$ cat config.mk
export PLATFORM = sky130hd
export DESIGN_NAME = timer_irq_tracker
export DESIGN_NICKNAME = d
export VERILOG_FILES = /design/src/rtl/tirq_pkg.sv /design/src/rtl/tirq_pending_counter.sv /design/src/rtl/tirq_delivery_fsm.sv /design/src/rtl/timer_irq_tracker.sv
export SDC_FILE = /design/constraint.sdc
export NUM_CORES = 1
export LEC_CHECK = 0
export BUFFER_PORTS_ARGS = -buffer_cell sky130_fd_sc_hd__buf_2
export CORE_AREA = 2 2 39 41
export DETAILED_ROUTE_END_ITERATION = 8
export DIE_AREA = 0 0 41 43
export PLACE_DENSITY = 0.64
export SLEW_MARGIN = 20
export SYNTH_ARGS = -nofsm -noshare
export SYNTH_HDL_FRONTEND = slang
export SYNTH_HIERARCHICAL = 1
export SYNTH_SLANG_ARGS = --single-unit
$ cat constraint.sdc
create_clock -name clk -period 3.4 [get_ports clk]
set_clock_uncertainty 0.2 [all_clocks]
set_input_delay 0.68 -clock clk [delete_from_list [all_inputs] [get_ports clk]]
set_output_delay 0.68 -clock clk [all_outputs]
set_load 0.01 [all_outputs]
$ cat src/rtl/tirq_pkg.sv
package tirq_pkg;

    typedef enum logic [1:0] {
        ST_IDLE = 2'd0,
        ST_FIRE = 2'd1,
        ST_WAIT = 2'd2
    } tirq_state_e;

endpackage

$ cat src/rtl/tirq_pending_counter.sv
module tirq_pending_counter #(
    parameter int CNT_W = 4
) (
    input  logic             clk,
    input  logic             rst_n,
    input  logic             clear_i,
    input  logic             tick_i,
    input  logic             ack_i,
    input  logic             reinject_i,
    output logic [CNT_W-1:0] cnt_o
);
    localparam logic [CNT_W-1:0] CNT_MAX = {CNT_W{1'b1}};
    localparam logic [CNT_W-1:0] CNT_ONE = {{(CNT_W-1){1'b0}}, 1'b1};

    logic [CNT_W-1:0] cnt_q;
    logic [CNT_W-1:0] cnt_d;
    logic [CNT_W-1:0] cnt_inc;
    logic [CNT_W-1:0] cnt_dec;

    // Saturating step values
    always_comb begin
        cnt_inc = (cnt_q == CNT_MAX) ? CNT_MAX : cnt_q + CNT_ONE;
        cnt_dec = (cnt_q == '0) ? '0 : cnt_q - CNT_ONE;
    end

    always_comb begin
        cnt_d = cnt_q;
        if (clear_i) begin
            cnt_d = '0;
        end else if (tick_i && !reinject_i) begin
            cnt_d = CNT_ONE;
        end else begin
            unique case ({tick_i, ack_i})
                2'b10:   cnt_d = cnt_inc;
                2'b01:   cnt_d = cnt_dec;
                default: cnt_d = cnt_q;
            endcase
        end
    end

    always_ff @(posedge clk) begin
        if (!rst_n) cnt_q <= '0;
        else        cnt_q <= cnt_d;
    end

    assign cnt_o = cnt_q;

    AST_CNT_SATURATE: assert property (@(posedge clk) disable iff (!rst_n)
        (cnt_q == CNT_MAX && tick_i && !ack_i && reinject_i && !clear_i) |=> (cnt_q == CNT_MAX));
    AST_CNT_NO_UNDERFLOW: assert property (@(posedge clk) disable iff (!rst_n)
        (cnt_q == '0 && ack_i && !tick_i && !clear_i) |=> (cnt_q == '0));
    AST_CNT_COLLAPSE: assert property (@(posedge clk) disable iff (!rst_n)
        (tick_i && !reinject_i && !clear_i) |=> (cnt_q == CNT_ONE));
    AST_CNT_CLEAR: assert property (@(posedge clk) disable iff (!rst_n)
        clear_i |=> (cnt_q == '0));
    AST_CNT_TICK_ACK_NET: assert property (@(posedge clk) disable iff (!rst_n)
        (tick_i && ack_i && reinject_i && !clear_i) |=> $stable(cnt_q));
    AST_CNT_INCREMENT: assert property (@(posedge clk) disable iff (!rst_n)
        (cnt_q != CNT_MAX && tick_i && !ack_i && reinject_i && !clear_i)
        |=> (cnt_q == $past(cnt_q) + CNT_ONE));

endmodule

$ cat src/rtl/tirq_delivery_fsm.sv
module tirq_delivery_fsm
    import tirq_pkg::*;
(
    input  logic clk,
    input  logic rst_n,
    input  logic clear_i,
    input  logic ack_i,
    input  logic pend_nz_i,
    output logic irq_o
);
    tirq_state_e state_q;
    tirq_state_e state_d;

    // Next-state logic
    always_comb begin
        state_d = state_q;
        if (clear_i) begin
            state_d = ST_IDLE;
        end else begin
            unique case (state_q)
                ST_IDLE: if (pend_nz_i) state_d = ST_FIRE;
                ST_FIRE: state_d = ack_i ? ST_IDLE : ST_WAIT;
                ST_WAIT: if (ack_i) state_d = ST_IDLE;
                default: state_d = ST_IDLE;
            endcase
        end
    end

    // State register
    always_ff @(posedge clk) begin
        if (!rst_n) state_q <= ST_IDLE;
        else        state_q <= state_d;
    end

    // Outputs
    always_comb begin
        irq_o = (state_q == ST_FIRE);
    end

    AST_IRQ_ONE_CYCLE: assert property (@(posedge clk) disable iff (!rst_n)
        irq_o |=> !irq_o);
    AST_IRQ_LAUNCH: assert property (@(posedge clk) disable iff (!rst_n)
        (state_q == ST_IDLE && pend_nz_i && !clear_i) |=> irq_o);
    AST_IRQ_NEEDS_PENDING: assert property (@(posedge clk) disable iff (!rst_n)
        (state_q == ST_IDLE && !pend_nz_i) |=> !irq_o);
    AST_IRQ_HOLD_OFF: assert property (@(posedge clk) disable iff (!rst_n)
        (state_q == ST_WAIT && !ack_i) |=> !irq_o);
    AST_IRQ_CLEAR_QUIET: assert property (@(posedge clk) disable iff (!rst_n)
        clear_i |=> (!irq_o && state_q == ST_IDLE));

endmodule

$ cat src/rtl/timer_irq_tracker.sv
module timer_irq_tracker #(
    parameter int CNT_W = 4
) (
    input  logic             clk,
    input  logic             rst_n,
    input  logic             tick_i,
    input  logic             ack_i,
    input  logic             unmask_i,
    input  logic             reload_i,
    input  logic             reinject_en_i,
    output logic             irq_o,
    output logic [CNT_W-1:0] pend_cnt_o
);
    logic             clear_w;
    logic [CNT_W-1:0] cnt_w;

    assign clear_w = unmask_i | reload_i;

    tirq_pending_counter #(.CNT_W(CNT_W)) u_cnt (
        .clk        (clk),
        .rst_n      (rst_n),
        .clear_i    (clear_w),
        .tick_i     (tick_i),
        .ack_i      (ack_i),
        .reinject_i (reinject_en_i),
        .cnt_o      (cnt_w)
    );

    tirq_delivery_fsm u_fsm (
        .clk       (clk),
        .rst_n     (rst_n),
        .clear_i   (clear_w),
        .ack_i     (ack_i),
        .pend_nz_i (cnt_w != '0),
        .irq_o     (irq_o)
    );

    assign pend_cnt_o = cnt_w;

    AST_RESET_QUIET: assert property (@(posedge clk)
        !rst_n |=> (!irq_o && pend_cnt_o == '0));

endmodule

**Word-level counts from Yosys, hierarchy flattened**

Index checks and enable logic that the tools add are counted.

- Logic and storage cells: 32
- Register bits after elaboration: 6
- Output and inout bits: 5
- Bits of input ports: 7

- Eq/ne operators: 7
- Reductions and logical operators: 10
- Add/subtract/negate cells: 2
- Bitwise gates (word level): 2
- Multiplexer cells: 8

Operators by type and width:

| kind | count |
|---|---|
| $mux W4 | 2 |
| $pmux W4 S2 | 1 |
| $mux W2 | 3 |
| $pmux W2 S3 | 1 |
| $add A4 B1 Y4 const B | 1 |
| $eq A2 B1 Y1 const B | 2 |
| $eq A2 B2 Y1 const B | 2 |
| $eq A4 B4 Y1 const B | 1 |
| $logic_not A4 Y1 | 1 |
| $reduce_bool A4 Y1 | 1 |
| $sub A4 B1 Y4 const B | 1 |
| $reduce_bool A3 Y1 | 1 |
| $reduce_or A3 Y1 | 1 |
| $logic_not A2 Y1 | 1 |
| $ne A2 B1 Y1 const B | 1 |
| $ne A2 B2 Y1 const B | 1 |
| $reduce_and A2 Y1 | 1 |
| $reduce_bool A2 Y1 | 1 |
| $reduce_or A2 Y1 | 1 |
| $logic_and A1 B1 Y1 | 1 |
| $logic_not A1 Y1 | 1 |
| $mux W1 | 1 |
| $not A1 Y1 | 1 |
| $or A1 B1 Y1 | 1 |

**Logic depth before layout (Yosys ltp)**

Gate-level depths: netlist (run 1).

- Word-level depth: 4
- Mapped depth: 7
- Depth with buffers taken out: 6

**Cells and area by module**

The synthesis (run 1) kept the hierarchy.

By module, submodules not included:

| module | area each (um2) | cells an instance | times used | sequential area each (um2) |
|---|---|---|---|---|
| tirq_pending_counter | 340.3 | 44 | 1 | 80.1 |
| tirq_delivery_fsm | 96.3 | 7 | 1 | 40.0 |
| timer_irq_tracker | 13.8 | 2 | 1 | 0.0 |

**Worst setup path before layout (run 1)**

No wires, ideal clock.

- Path kind: input to register
- Start: input port tick_i
- End: register u_cnt.cnt_q[3] (netlist: u_cnt/cnt_o[3])
- Required time: 3.097 ns
- Data arrival time: 1.701 ns
- Path slack: 1.396 ns
- Stages: 6
- Library setup time: 0.103 ns
- Buffers on the path: 0
- Path through: inv_1 -> ha_1 -> inv_2 -> and3_1 -> mux2_2 -> a2111oi_2

- Longest elaborated chain between the ends: 2
- Elaborated cells between the ends (all ways): 6
- Classes of those cells: 2 x eq/ne; 1 x mux; 3 x reduce/logical

RTL lines:

| element | line | RTL |
|---|---|---|
| from (decl) | timer_irq_tracker.sv:6 | `input logic tick_i,` |
| $eq A2 B1 Y1 (tied with other cells) | tirq_pending_counter.sv:33 | `unique case ({tick_i, ack_i})` |
| $pmux W4 S2 (tied with other cells) | tirq_pending_counter.sv:33 |  |
| to (signal assigned) | tirq_pending_counter.sv:43 | `else cnt_q <= cnt_d;` |
| to (decl) | tirq_pending_counter.sv:15 | `logic [CNT_W-1:0] cnt_q;` |

Several ways; a longest one is shown, not always the timed one.
A chain may end at the register's enable or synchronous reset.

**Final worst setup path (run 1)**

Ends and elaborated chain as after synthesis.

==> results of run 1 <==
[flip-flops by register name (all words and copies together), names as in the netlist]
register	cells
u_fsm/state_q	2
u_cnt/cnt_o	4
[cell usage after synthesis, types with 2 or more instances]
master,count
sky130_fd_sc_hd__nor2_1,3
sky130_fd_sc_hd__dfxtp_1,6
sky130_fd_sc_hd__o21ai_0,2
sky130_fd_sc_hd__nand2_1,6
sky130_fd_sc_hd__a21oi_1,3
sky130_fd_sc_hd__inv_1,5
sky130_fd_sc_hd__ha_1,3
sky130_fd_sc_hd__a211oi_1,2
[cell families (layout without fill, tap and decap cells)]
family / count (synthesis) / count (layout) / share of synthesized area (%)
XOR/XNOR: 1 / 1 / 1.94
AND/OR/NAND/NOR: 21 / 21 / 29.2
AO/OA/AOI/OAI: 13 / 13 / 23.1
flip-flops: 6 / 6 / 26.7
adder cells (fa/ha/maj): 3 / 3 / 8.33
buffers and inverters: 7 / 20 / 6.11
multiplexers: 2 / 2 / 4.72
[worst register-to-register path: stages (launching register included)]
cell	delay, ns
sky130_fd_sc_hd__dfxtp_1	0.47
sky130_fd_sc_hd__ha_1	0.28
sky130_fd_sc_hd__nor2_2	0.06
sky130_fd_sc_hd__and3_1	0.18
sky130_fd_sc_hd__mux2_2	0.26
sky130_fd_sc_hd__a2111oi_2	0.19
[path summary, 6_finish.rpt]
| kind | start | to |
|---|---|---|
| min reg2reg | u_fsm/state_q[1] | u_fsm/state_q[0] |
| max | tick_i | u_cnt/cnt_o[3] |
| min | u_fsm/state_q[1] | u_fsm/state_q[0] |
| max reg2reg | u_cnt/cnt_o[0] | u_cnt/cnt_o[3] |
[layer usage]
metal	global-route usage [%]	share of wire (%)
met5	0	0
met3	1.57	1.8
met1	12.4	48
met2	19.7	50
met4	6.00	0
[through the flow]
| step | cells | hold slack [ns] | utilization (%) | power [W] |
|---|---|---|---|---|
| 4_1_cts | 82 | 0.283 | 39.2 | 0.000171 |
| 5_1_grt | 82 | 0.312 | 39.2 | 0.000177 |
| 3_5_place_dp | 79 | 0.276 | 37.6 | 0.000106 |
| 3_3_place_gp | 79 | 0.273 | 37.6 | 0.000106 |
| 2_1_floorplan | 53 | 0.247 | - | 0.0000970 |
| 6_report | 82 | 0.278 | 39.2 | 0.000168 |
[cell type report]
| class | instances | share of cell area (%) |
|---|---|---|
| multi-input combinational | 40 | 55.8 |
| inverter | 6 | 4.15 |
| tap | 16 | 3.69 |
| clock buffer | 3 | 4.15 |
| sequential | 6 | 22.1 |
| timing repair buffer | 11 | 10.1 |
[power by group]
part | switching [W] | total, W | internal (W)
clock | 0.0000233 | 0.0000631 | 0.0000398
sequential | 0.00000219 | 0.0000740 | 0.0000718
combinational | 0.0000166 | 0.0000312 | 0.0000146
==> out/qor.log, run 1 <==
INFO  synthesis      synth_top_area_cell=sky130_fd_sc_hd__dfxtp_1
INFO  sta            layout_min_cycle_time=1.96ns
INFO  sta            hold_violations=0
INFO  synthesis      synth.top_cell.area_share=26.7%
INFO  placed_design  gp_routability_congestion=0.785
INFO  power          p_leak=0.241nW
INFO  floorplan      core_area=1380squm
INFO  power          power-per-cell-area=310nW/um^2
INFO  setup_path     crit_path_cell_trace=buf_2, inv_1, ha_1, inv_2, and3_1, mux2_2, a2111oi_2
INFO  sta            drv_slew=0
INFO  synthesis      netlist_area=450squm
INFO  synthesis      avgSynthCellArea=8.50squm
INFO  synthesis      synth.net_count=63
INFO  detailed_routing via_count=419
INFO  cts            deepest_clock_path_buffer_count=2
INFO  detailed_routing routed_wl=904um
INFO  synthesis      synth_top_area_cells=sky130_fd_sc_hd__dfxtp_1 (27%), sky130_fd_sc_hd__ha_1 (8.3%), sky130_fd_sc_hd__nand2_1 (5.0%), sky130_fd_sc_hd__inv_1 (4.2%), sky130_fd_sc_hd__a21oi_1 (3.3%)
INFO  global_route   groute.usage.overall=11.4%
INFO  setup_path     end_kind=register
INFO  global_route   grt_start_max_net_pins=10
INFO  detailed_routing drc=0
INFO  sta            worstMarginPinSlew=0.288ns
INFO  synthesis      synth.yosys.seq_area_share=26.7%
INFO  detailed_routing dr.first_iter.drc_count=10
INFO  cts            tritoncts_clock_tree=built
INFO  setup_path     critical_path.startpoint_type=input port
INFO  setup_path     critPathBufInv=3
INFO  sta            max_slew_margin=80.5%
INFO  sta            post-route-period-util=57.5%
INFO  setup_path     cpPeakStageDelay=0.43ns
INFO  sta            timing.fmax=0.511GHz
INFO  setup_path     cp.depth=7
INFO  setup_path     r2r_cells=5
INFO  layout         synthToLayoutAreaGrowth=20.6%
INFO  cts            clock-root-buffer=sky130_fd_sc_hd__clkbuf_4
INFO  worst_hold_path min_path_type=reg2reg
INFO  sta            post-route-worst-setup-slack=1.44ns
INFO  setup_path     r2r_setup_slack=1.66ns
INFO  floorplan      start_util=32.5%
INFO  layout         number_of_antenna_repair_diodes=0
INFO  cts            path_clk_slew=0.04ns
INFO  global_route   first_global_vias=352
INFO  layout         post-route-cell-area=543squm
INFO  layout         mostFrequentLayoutCells=sky130_fd_sc_hd__buf_2 (11), sky130_fd_sc_hd__nand2_1 (6), sky130_fd_sc_hd__dfxtp_1 (6)
INFO  synthesis      synth_enable_flop_cells=0
INFO  detailed_routing final_antenna_net_count=0
INFO  placed_design  post-place-ws=1.19ns
INFO  global_route   grt_overflow_total=0
INFO  layout         final.fill_count=144
INFO  layout         layout_commonest_cell=sky130_fd_sc_hd__buf_2
INFO  outcome        outcome=completed
INFO  synthesis      synth.yosys.warnings=6
INFO  synthesis      synth-async-reset-ratio=0%
INFO  setup_path     timing.critical_path.arrival=1.89ns
INFO  sta            setup_viol=0
INFO  cts            cts.repair_timing.setup_buffer_count=0
INFO  layout         multi_input_combinational_cell_area=303squm
INFO  cts            cts_inserted_buffers=3
INFO  cts            post_cts_resize_count=0
INFO  power          peakVddDrop=0.0663mV
INFO  floorplan      die_outline_width=41um
INFO  sta            rsz0062_at_grt=no
INFO  synthesis      synthCells=53
INFO  synthesis      ys_dominant_reg_cell=sky130_fd_sc_hd__dfxtp_1
INFO  cts            htreeDepth=1
INFO  floorplan      die_height=43um
INFO  detailed_routing avgRoutedWirePerCell=11.0um
INFO  synthesis      synth.distinct_cells=31
INFO  cts            insertion_delay=0.24ns
INFO  detailed_routing count_of_tritonroute_iterations_in_the_first_routing_pass=4
INFO  layout         final-seq-area=120squm
INFO  cts            numClockSinks=6
INFO  setup_path     timing_worst_setup_path_type=in2reg
INFO  detailed_routing route.detailed.vias_per_inst=5.11
INFO  floorplan      io_pins=12
INFO  floorplan      floorplan.die_area=1760squm
INFO  placed_design  hpwl=713um
INFO  placed_design  io_buffers=11
INFO  global_route   wire_length_of_the_first_global_routing_pass=1.39mm
INFO  cts            holdBufCountCts=0
INFO  layout         drive_gt1_share=36.4%
INFO  setup_path     path_max_fanout=8
INFO  worst_hold_path min_path_cells=1
INFO  synthesis      ys_ff_latch=6
INFO  setup_path     cpMaxStageDelayCell=sky130_fd_sc_hd__ha_1
INFO  setup_path     worst-endpoint-required=3.34ns
INFO  floorplan      std_cell_rows=14
INFO  sta            fin_setup_tns=0ns
INFO  placed_design  detailed_place.area=520squm
INFO  global_route   antenna_found_initial=0
INFO  job            timing.max_cap.violations=0
INFO  layout         nets=78
INFO  setup_path     cp_top_family=adder cells
(Power assumes the default switching activity.)
==> run 2: changes to the inputs <==
--- a/config.mk
+++ b/config.mk
@@ -5,11 +5,12 @@
 export SDC_FILE = /design/constraint.sdc
 export NUM_CORES = 1
 export LEC_CHECK = 0
+export ABC_AREA = 1
 export BUFFER_PORTS_ARGS = -buffer_cell sky130_fd_sc_hd__buf_2
 export CORE_AREA = 2 2 39 41
 export DETAILED_ROUTE_END_ITERATION = 8
 export DIE_AREA = 0 0 41 43
-export PLACE_DENSITY = 0.64
+export PLACE_DENSITY = 0.7
 export SLEW_MARGIN = 20
 export SYNTH_ARGS = -nofsm -noshare
 export SYNTH_HDL_FRONTEND = slang
==> constraint.sdc (replaced) <==
create_clock -name clk -period 1.7 [get_ports clk]
set_clock_uncertainty 0.2 [all_clocks]
set_input_delay 0.34 -clock clk [delete_from_list [all_inputs] [get_ports clk]]
set_output_delay 0.34 -clock clk [all_outputs]
set_load 0.01 [all_outputs]
==> out/qor.log, run 2 <==
INFO  outcome        outcome=completed
INFO  detailed_routing final_antenna_net_count=0
INFO  detailed_routing routed_wl=1.02mm
INFO  sta            rsz0062_at_grt=no
INFO  sta            layout_min_cycle_time=1.62ns
INFO  setup_path     cpPeakStageDelay=0.61ns
INFO  cts            htreeDepth=1
INFO  floorplan      die_height=43um
INFO  synthesis      ys_dominant_reg_cell=sky130_fd_sc_hd__dfxtp_1
INFO  layout         nets=106
INFO  layout         mostFrequentLayoutCells=sky130_fd_sc_hd__nand2_1 (18), sky130_fd_sc_hd__nor2_1 (13), sky130_fd_sc_hd__inv_1 (13)
INFO  detailed_routing drc=0
INFO  sta            hold_violations=0
INFO  global_route   groute.usage.overall=14.0%
INFO  power          p_int=0.000253W
INFO  floorplan      core_area=1380squm
INFO  synthesis      synth.top_cell.area_share=24.3%
INFO  cts            cts_inserted_buffers=3
INFO  setup_path     critical_path.startpoint_type=register
INFO  sta            setup_viol=0
INFO  global_route   first_global_vias=418
INFO  layout         fin_util=42.5%
INFO  synthesis      most_instantiated_library_cell_after_synthesis=sky130_fd_sc_hd__nand2_1
INFO  synthesis      avgSynthCellArea=6.18squm
INFO  layout         synthToLayoutAreaGrowth=19.0%
INFO  setup_path     timing_worst_setup_path_type=reg2out
INFO  setup_path     worst-endpoint-required=1.16ns
INFO  synthesis      synth.yosys.seq_area_share=24.3%
INFO  global_route   grtUsageMet2=19.7%
INFO  cts            tritoncts_clock_tree=built
INFO  floorplan      start_util=35.7%
INFO  synthesis      synth.net_count=90
INFO  synthesis      synth.yosys.warnings=6
INFO  placed_design  gp_routability_congestion=0.787
INFO  detailed_routing avgRoutedWirePerCell=9.27um
INFO  power          power-per-cell-area=597nW/um^2
INFO  setup_path     timing.critical_path.arrival=1.08ns
INFO  sta            drv_slew=0
INFO  worst_hold_path min_path_type=in2reg
INFO  global_route   antenna_found_initial=0
INFO  setup_path     critPathBufInv=1
INFO  synthesis      synth_top_area_cell=sky130_fd_sc_hd__dfxtp_1
INFO  power          total_switching_power=0.0000982W
INFO  layout         drive_gt1_share=25.5%
INFO  global_route   grt_busiest_layer=met2
INFO  cts            post_cts_resize_count=0
INFO  global_route   grt_use_met3=3.14%
INFO  floorplan      std_cell_rows=14
INFO  cts            holdBufCountCts=0
INFO  synthesis      synth-async-reset-ratio=0%
INFO  power          p_comb_share=19.3%
INFO  cts            path_clk_slew=0.04ns
INFO  global_route   globalRouteMet1Util=17.7%
INFO  power          share_of_total_power_consumed_by_net_switching=28.0%
INFO  layout         finalNonFillerCells=110
INFO  synthesis      synth_enable_flop_cells=0
INFO  sta            fin_setup_tns=0ns
INFO  sta            post-route-period-util=95.3%
INFO  setup_path     end_kind=output port
INFO  synthesis      netlist_area=494squm
INFO  layout         layout_commonest_cell=sky130_fd_sc_hd__nand2_1
INFO  synthesis      ys_ff_latch=6
INFO  placed_design  io_buffers=11
INFO  sta            worstMarginPinSlew=0.481ns
INFO  sta            post_route_hold_slack=0.158ns
INFO  global_route   grt_start_max_net_pins=12
INFO  floorplan      die_outline_width=41um
INFO  placed_design  placed_cells=107
INFO  setup_path     crit_path_cell_trace=buf_2
INFO  power          peakVddDrop=0.245mV
INFO  cts            cts.repair_timing.setup_buffer_count=0
INFO  sta            timing.fmax=0.617GHz
INFO  power          power.sequential.fraction=42.7%
INFO  detailed_routing via_count=526
INFO  job            timing.max_cap.violations=0
INFO  power          clkPwrFrac=38.0%
INFO  synthesis      synth_top_area_cells=sky130_fd_sc_hd__dfxtp_1 (24%), sky130_fd_sc_hd__nand2_1 (14%), sky130_fd_sc_hd__inv_1 (9.9%), sky130_fd_sc_hd__nor2_1 (9.9%), sky130_fd_sc_hd__ha_1 (7.6%)
INFO  global_route   grt_overflow_total=0
INFO  power          p_leak=0.328nW
INFO  layout         flip_flop_count_of_the_largest_register_all_copies_and_words_added=4
INFO  detailed_routing count_of_tritonroute_iterations_in_the_first_routing_pass=4
INFO  detailed_routing route.detailed.vias_per_inst=4.78
INFO  cts            deepest_clock_path_buffer_count=2
INFO  layout         number_of_antenna_repair_diodes=0
INFO  cts            numClockSinks=6
INFO  setup_path     cpMaxStageDelayCell=sky130_fd_sc_hd__dfxtp_1
INFO  setup_path     cp_top_family=flip-flops
INFO  floorplan      io_pins=12
INFO  detailed_routing dr.first_iter.drc_count=19
INFO  cts            clock-root-buffer=sky130_fd_sc_hd__clkbuf_4
INFO  global_route   wire_length_of_the_first_global_routing_pass=1.64mm
INFO  synthesis      synth.distinct_cells=18
INFO  synthesis      synthCells=80
INFO  sta            max_slew_margin=67.9%
INFO  cts            insertion_delay=0.25ns
INFO  synthesis      synth_top_cells_by_count=sky130_fd_sc_hd__nand2_1 (18), sky130_fd_sc_hd__inv_1 (13), sky130_fd_sc_hd__nor2_1 (13), sky130_fd_sc_hd__nand3_1 (7), sky130_fd_sc_hd__dfxtp_1 (6)
INFO  setup_path     path_max_fanout=11
INFO  placed_design  hpwl=819um
INFO  floorplan      floorplan.die_area=1760squm
-- run 2: changes by cell type in the layout (fill, tap and decap cells not counted), sizes merged, moves of 2 or more --
cell,previous run,this run
nand2b,2,0
nand3,1,8
inv,6,14
a211oi,2,0
o211ai,0,2
nor3,2,0
nor2,4,16
nand2,6,22
-- run 2: stage by stage --
stage / instance area [sq um] / total power (W) / setup slack [ns]
finish: 588 / 0.000351 / 0.0804
global route: 588 / 0.000372 / 0.0225
CTS: 588 / 0.000357 / 0.0664
detailed placement: 566 / 0.000220 / 0.182
global placement: 566 / 0.000219 / 0.199
floorplan: 494 / 0.000200 / 0.243
-- run 2: routing by layer --
metal  part of all wire (%)  vias to the layer above  wire (um)
met3                    7.0                        0         71
met1                     47                      228        481
li1                       -                      277          -
met5                      0                        -          0
met4                      0                        0          0
met2                     46                       21        467
-- run 2: cells by family after synthesis --
group / count (synthesis) / share of synthesized area, %
compound gates: 8 / 9.62
xor+xnor: 1 / 1.77
fa+ha+maj: 3 / 7.60
buf+inv: 15 / 12.9
flops: 6 / 24.3
simple gates: 47 / 43.8
-- run 2: area by class of cell --
type	count	area, sq um
inverter	14	52.6
timing repair buffer	12	62.6
clock buffer	3	22.5
multi-input combinational	59	310
sequential	6	120
fill	153	796
tap	16	20.0
-- run 2: path summary, 6_finish.rpt --
path,from,end,slack (ns),cells past startpoint
max,u_cnt/cnt_o[2],pend_cnt_o[2],0.08,1
min,rst_n,u_fsm/state_q[0],0.16,3
max reg2reg,u_cnt/cnt_o[1],u_cnt/cnt_o[2],0.18,6
min reg2reg,u_fsm/state_q[0],u_fsm/state_q[0],0.32,3
-- run 2: worst min-delay path, cell delays in order --
cell                      delay [ns]
sky130_fd_sc_hd__buf_2          0.11
sky130_fd_sc_hd__nand3_1        0.07
sky130_fd_sc_hd__nor2_1         0.03
-- run 2: power by group through the flow --
stage               clock [W]  sequential [W]  combinational, W
floorplan                   0        0.000152         0.0000477
detailed placement          0        0.000153         0.0000673
CTS                  0.000140        0.000150         0.0000679
global placement            0        0.000152         0.0000662
finish               0.000134        0.000150         0.0000677
global route         0.000145        0.000150         0.0000771
==> run 3: changes to the inputs <==
--- a/config.mk
+++ b/config.mk
@@ -5,12 +5,11 @@
 export SDC_FILE = /design/constraint.sdc
 export NUM_CORES = 1
 export LEC_CHECK = 0
-export ABC_AREA = 1
 export BUFFER_PORTS_ARGS = -buffer_cell sky130_fd_sc_hd__buf_2
 export CORE_AREA = 2 2 39 41
 export DETAILED_ROUTE_END_ITERATION = 8
 export DIE_AREA = 0 0 41 43
-export PLACE_DENSITY = 0.7
+export PLACE_DENSITY = 0.66
 export SLEW_MARGIN = 20
 export SYNTH_ARGS = -nofsm -noshare
 export SYNTH_HDL_FRONTEND = slang
==> out/qor.log, run 3 (synthesis gave the netlist of run 1 again) <==
INFO  setup_path     critical_path.startpoint_type=register
INFO  global_route   groute.usage.overall=15.6%
INFO  cts            path_clk_slew=0.04ns
INFO  floorplan      std_cell_rows=14
INFO  setup_path     path_max_fanout=3
INFO  detailed_routing routed_wl=1.14mm
INFO  cts            htreeDepth=1
INFO  placed_design  io_buffers=11
INFO  global_route   antenna_found_initial=0
INFO  layout         nets=89
INFO  setup_path     worst-endpoint-required=1.63ns
INFO  job            timing.max_cap.violations=0
INFO  layout         flip_flop_count_of_the_largest_register_all_copies_and_words_added=4
INFO  power          total_power=0.000360W
INFO  setup_path     end_kind=register
INFO  detailed_routing final_antenna_net_count=0
INFO  global_route   wire_length_of_the_first_global_routing_pass=1.84mm
INFO  power          power-per-cell-area=569nW/um^2
INFO  cts            holdBufCountCts=0
INFO  layout         final.fill_count=142
INFO  cts            insertion_delay=0.24ns
INFO  layout         synthToLayoutAreaGrowth=40.3%
INFO  sta            setup_viol=0
INFO  sta            timing.fmax=0.629GHz
INFO  setup_path     cpPeakStageDelay=0.35ns
INFO  setup_path     cp_top_family=flip-flops
INFO  detailed_routing dr.first_iter.drc_count=16
INFO  layout         drive_gt1_share=49.4%
INFO  floorplan      die_outline_width=41um
INFO  sta            hold_violations=0
INFO  layout         multi_input_combinational_cell_area=308squm
INFO  setup_path     crit_path_cell_trace=ha_2, nor2_2, and3_1, mux2_2, a2111oi_2
INFO  detailed_routing route.detailed.vias_per_inst=5.33
INFO  sta            rsz0062_at_grt=no
INFO  power          peakVddDrop=0.159mV
INFO  cts            cts_inserted_buffers=3
INFO  cts            tritoncts_clock_tree=built
INFO  sta            worstMarginPinSlew=0.304ns
INFO  floorplan      die_height=43um
INFO  floorplan      io_pins=12
INFO  cts            cts.repair_timing.setup_buffer_count=0
INFO  floorplan      core_area=1380squm
INFO  detailed_routing count_of_tritonroute_iterations_in_the_first_routing_pass=4
INFO  setup_path     cpMaxStageDelayCell=sky130_fd_sc_hd__dfxtp_1
INFO  detailed_routing via_count=496
INFO  sta            fin_setup_tns=0ns
INFO  cts            post_cts_resize_count=0
INFO  layout         final-seq-area=121squm
INFO  sta            post-route-period-util=93.4%
INFO  floorplan      floorplan.die_area=1760squm
INFO  detailed_routing drc=0
INFO  layout         number_of_antenna_repair_diodes=0
INFO  layout         mostFrequentLayoutCells=sky130_fd_sc_hd__buf_2 (11), sky130_fd_sc_hd__buf_4 (11), sky130_fd_sc_hd__nand2_1 (6)
INFO  sta            layout_min_cycle_time=1.59ns
INFO  sta            post-route-worst-setup-slack=0.111ns
INFO  placed_design  post-place-ws=-0.0392ns
INFO  floorplan      start_util=32.5%
INFO  worst_hold_path min_path_type=in2reg
INFO  sta            max_slew_margin=79.7%
INFO  cts            clock-root-buffer=sky130_fd_sc_hd__clkbuf_4
INFO  setup_path     timing.critical_path.arrival=1.52ns
INFO  setup_path     critPathBufInv=0
INFO  sta            drv_slew=0
INFO  power          p_leak=0.293nW
INFO  detailed_routing avgRoutedWirePerCell=12.2um
INFO  cts            numClockSinks=6
INFO  global_route   grt_overflow_total=0
INFO  setup_path     timing_worst_setup_path_type=reg2reg
INFO  placed_design  gp_routability_congestion=0.913
INFO  outcome        outcome=completed
INFO  global_route   grt_start_max_net_pins=10
INFO  global_route   first_global_vias=448
INFO  placed_design  hpwl=883um
INFO  cts            deepest_clock_path_buffer_count=2
==> run 3: cell type report <==
cell class / instances / area share [%]
flip-flops and latches: 6 / 19.2
inverters: 6 / 3.56
repair buffers: 22 / 21.8
clock buffers: 3 / 3.56
multi-input cells: 40 / 48.7
well taps: 16 / 3.17
==> run 3: worst paths after layout <==
path                     from  cells after the start          endpoint  slack (ns)
max reg2reg    u_cnt/cnt_o[1]                      5    u_cnt/cnt_o[3]        0.11
min reg2reg  u_fsm/state_q[1]                      1  u_fsm/state_q[0]        0.27
max            u_cnt/cnt_o[1]                      5    u_cnt/cnt_o[3]        0.11
min                  unmask_i                      3    u_cnt/cnt_o[0]        0.15
==> run 3: through the flow <==
stage	hold slack, ns	instances	instance area, sq um	util, %
after floorplan	0.209	53	450	-
after global placement	0.262	90	603	43.6
after detailed placement	0.271	90	603	43.6
after CTS	0.151	93	626	45.2
after global routing	0.163	93	632	45.7
final	0.152	93	632	45.7
==> run 3: layer usage <==
metal	routed length, um	global-route usage [%]	vias up
met5	0	0	-
met2	560	22.8	20
li1	-	-	239
met3	48	4.71	6
met1	486	18.3	231
met4	40	11.3	0
==> run 3: power breakdown <==
group          internal (W)  switching, W  total [W]
logic             0.0000444     0.0000400  0.0000844
clock network     0.0000797     0.0000488   0.000128
registers          0.000144    0.00000292   0.000147
==> run 3: worst reg2reg max path: cells and delay by family (launching register included) <==
kind / cells / cell delay, ns
flip-flops: 1 / 0.35
adder cells (fa/ha/maj): 1 / 0.23
AND/OR/NAND/NOR: 2 / 0.23
AO/OA/AOI/OAI: 1 / 0.21
multiplexers: 1 / 0.27
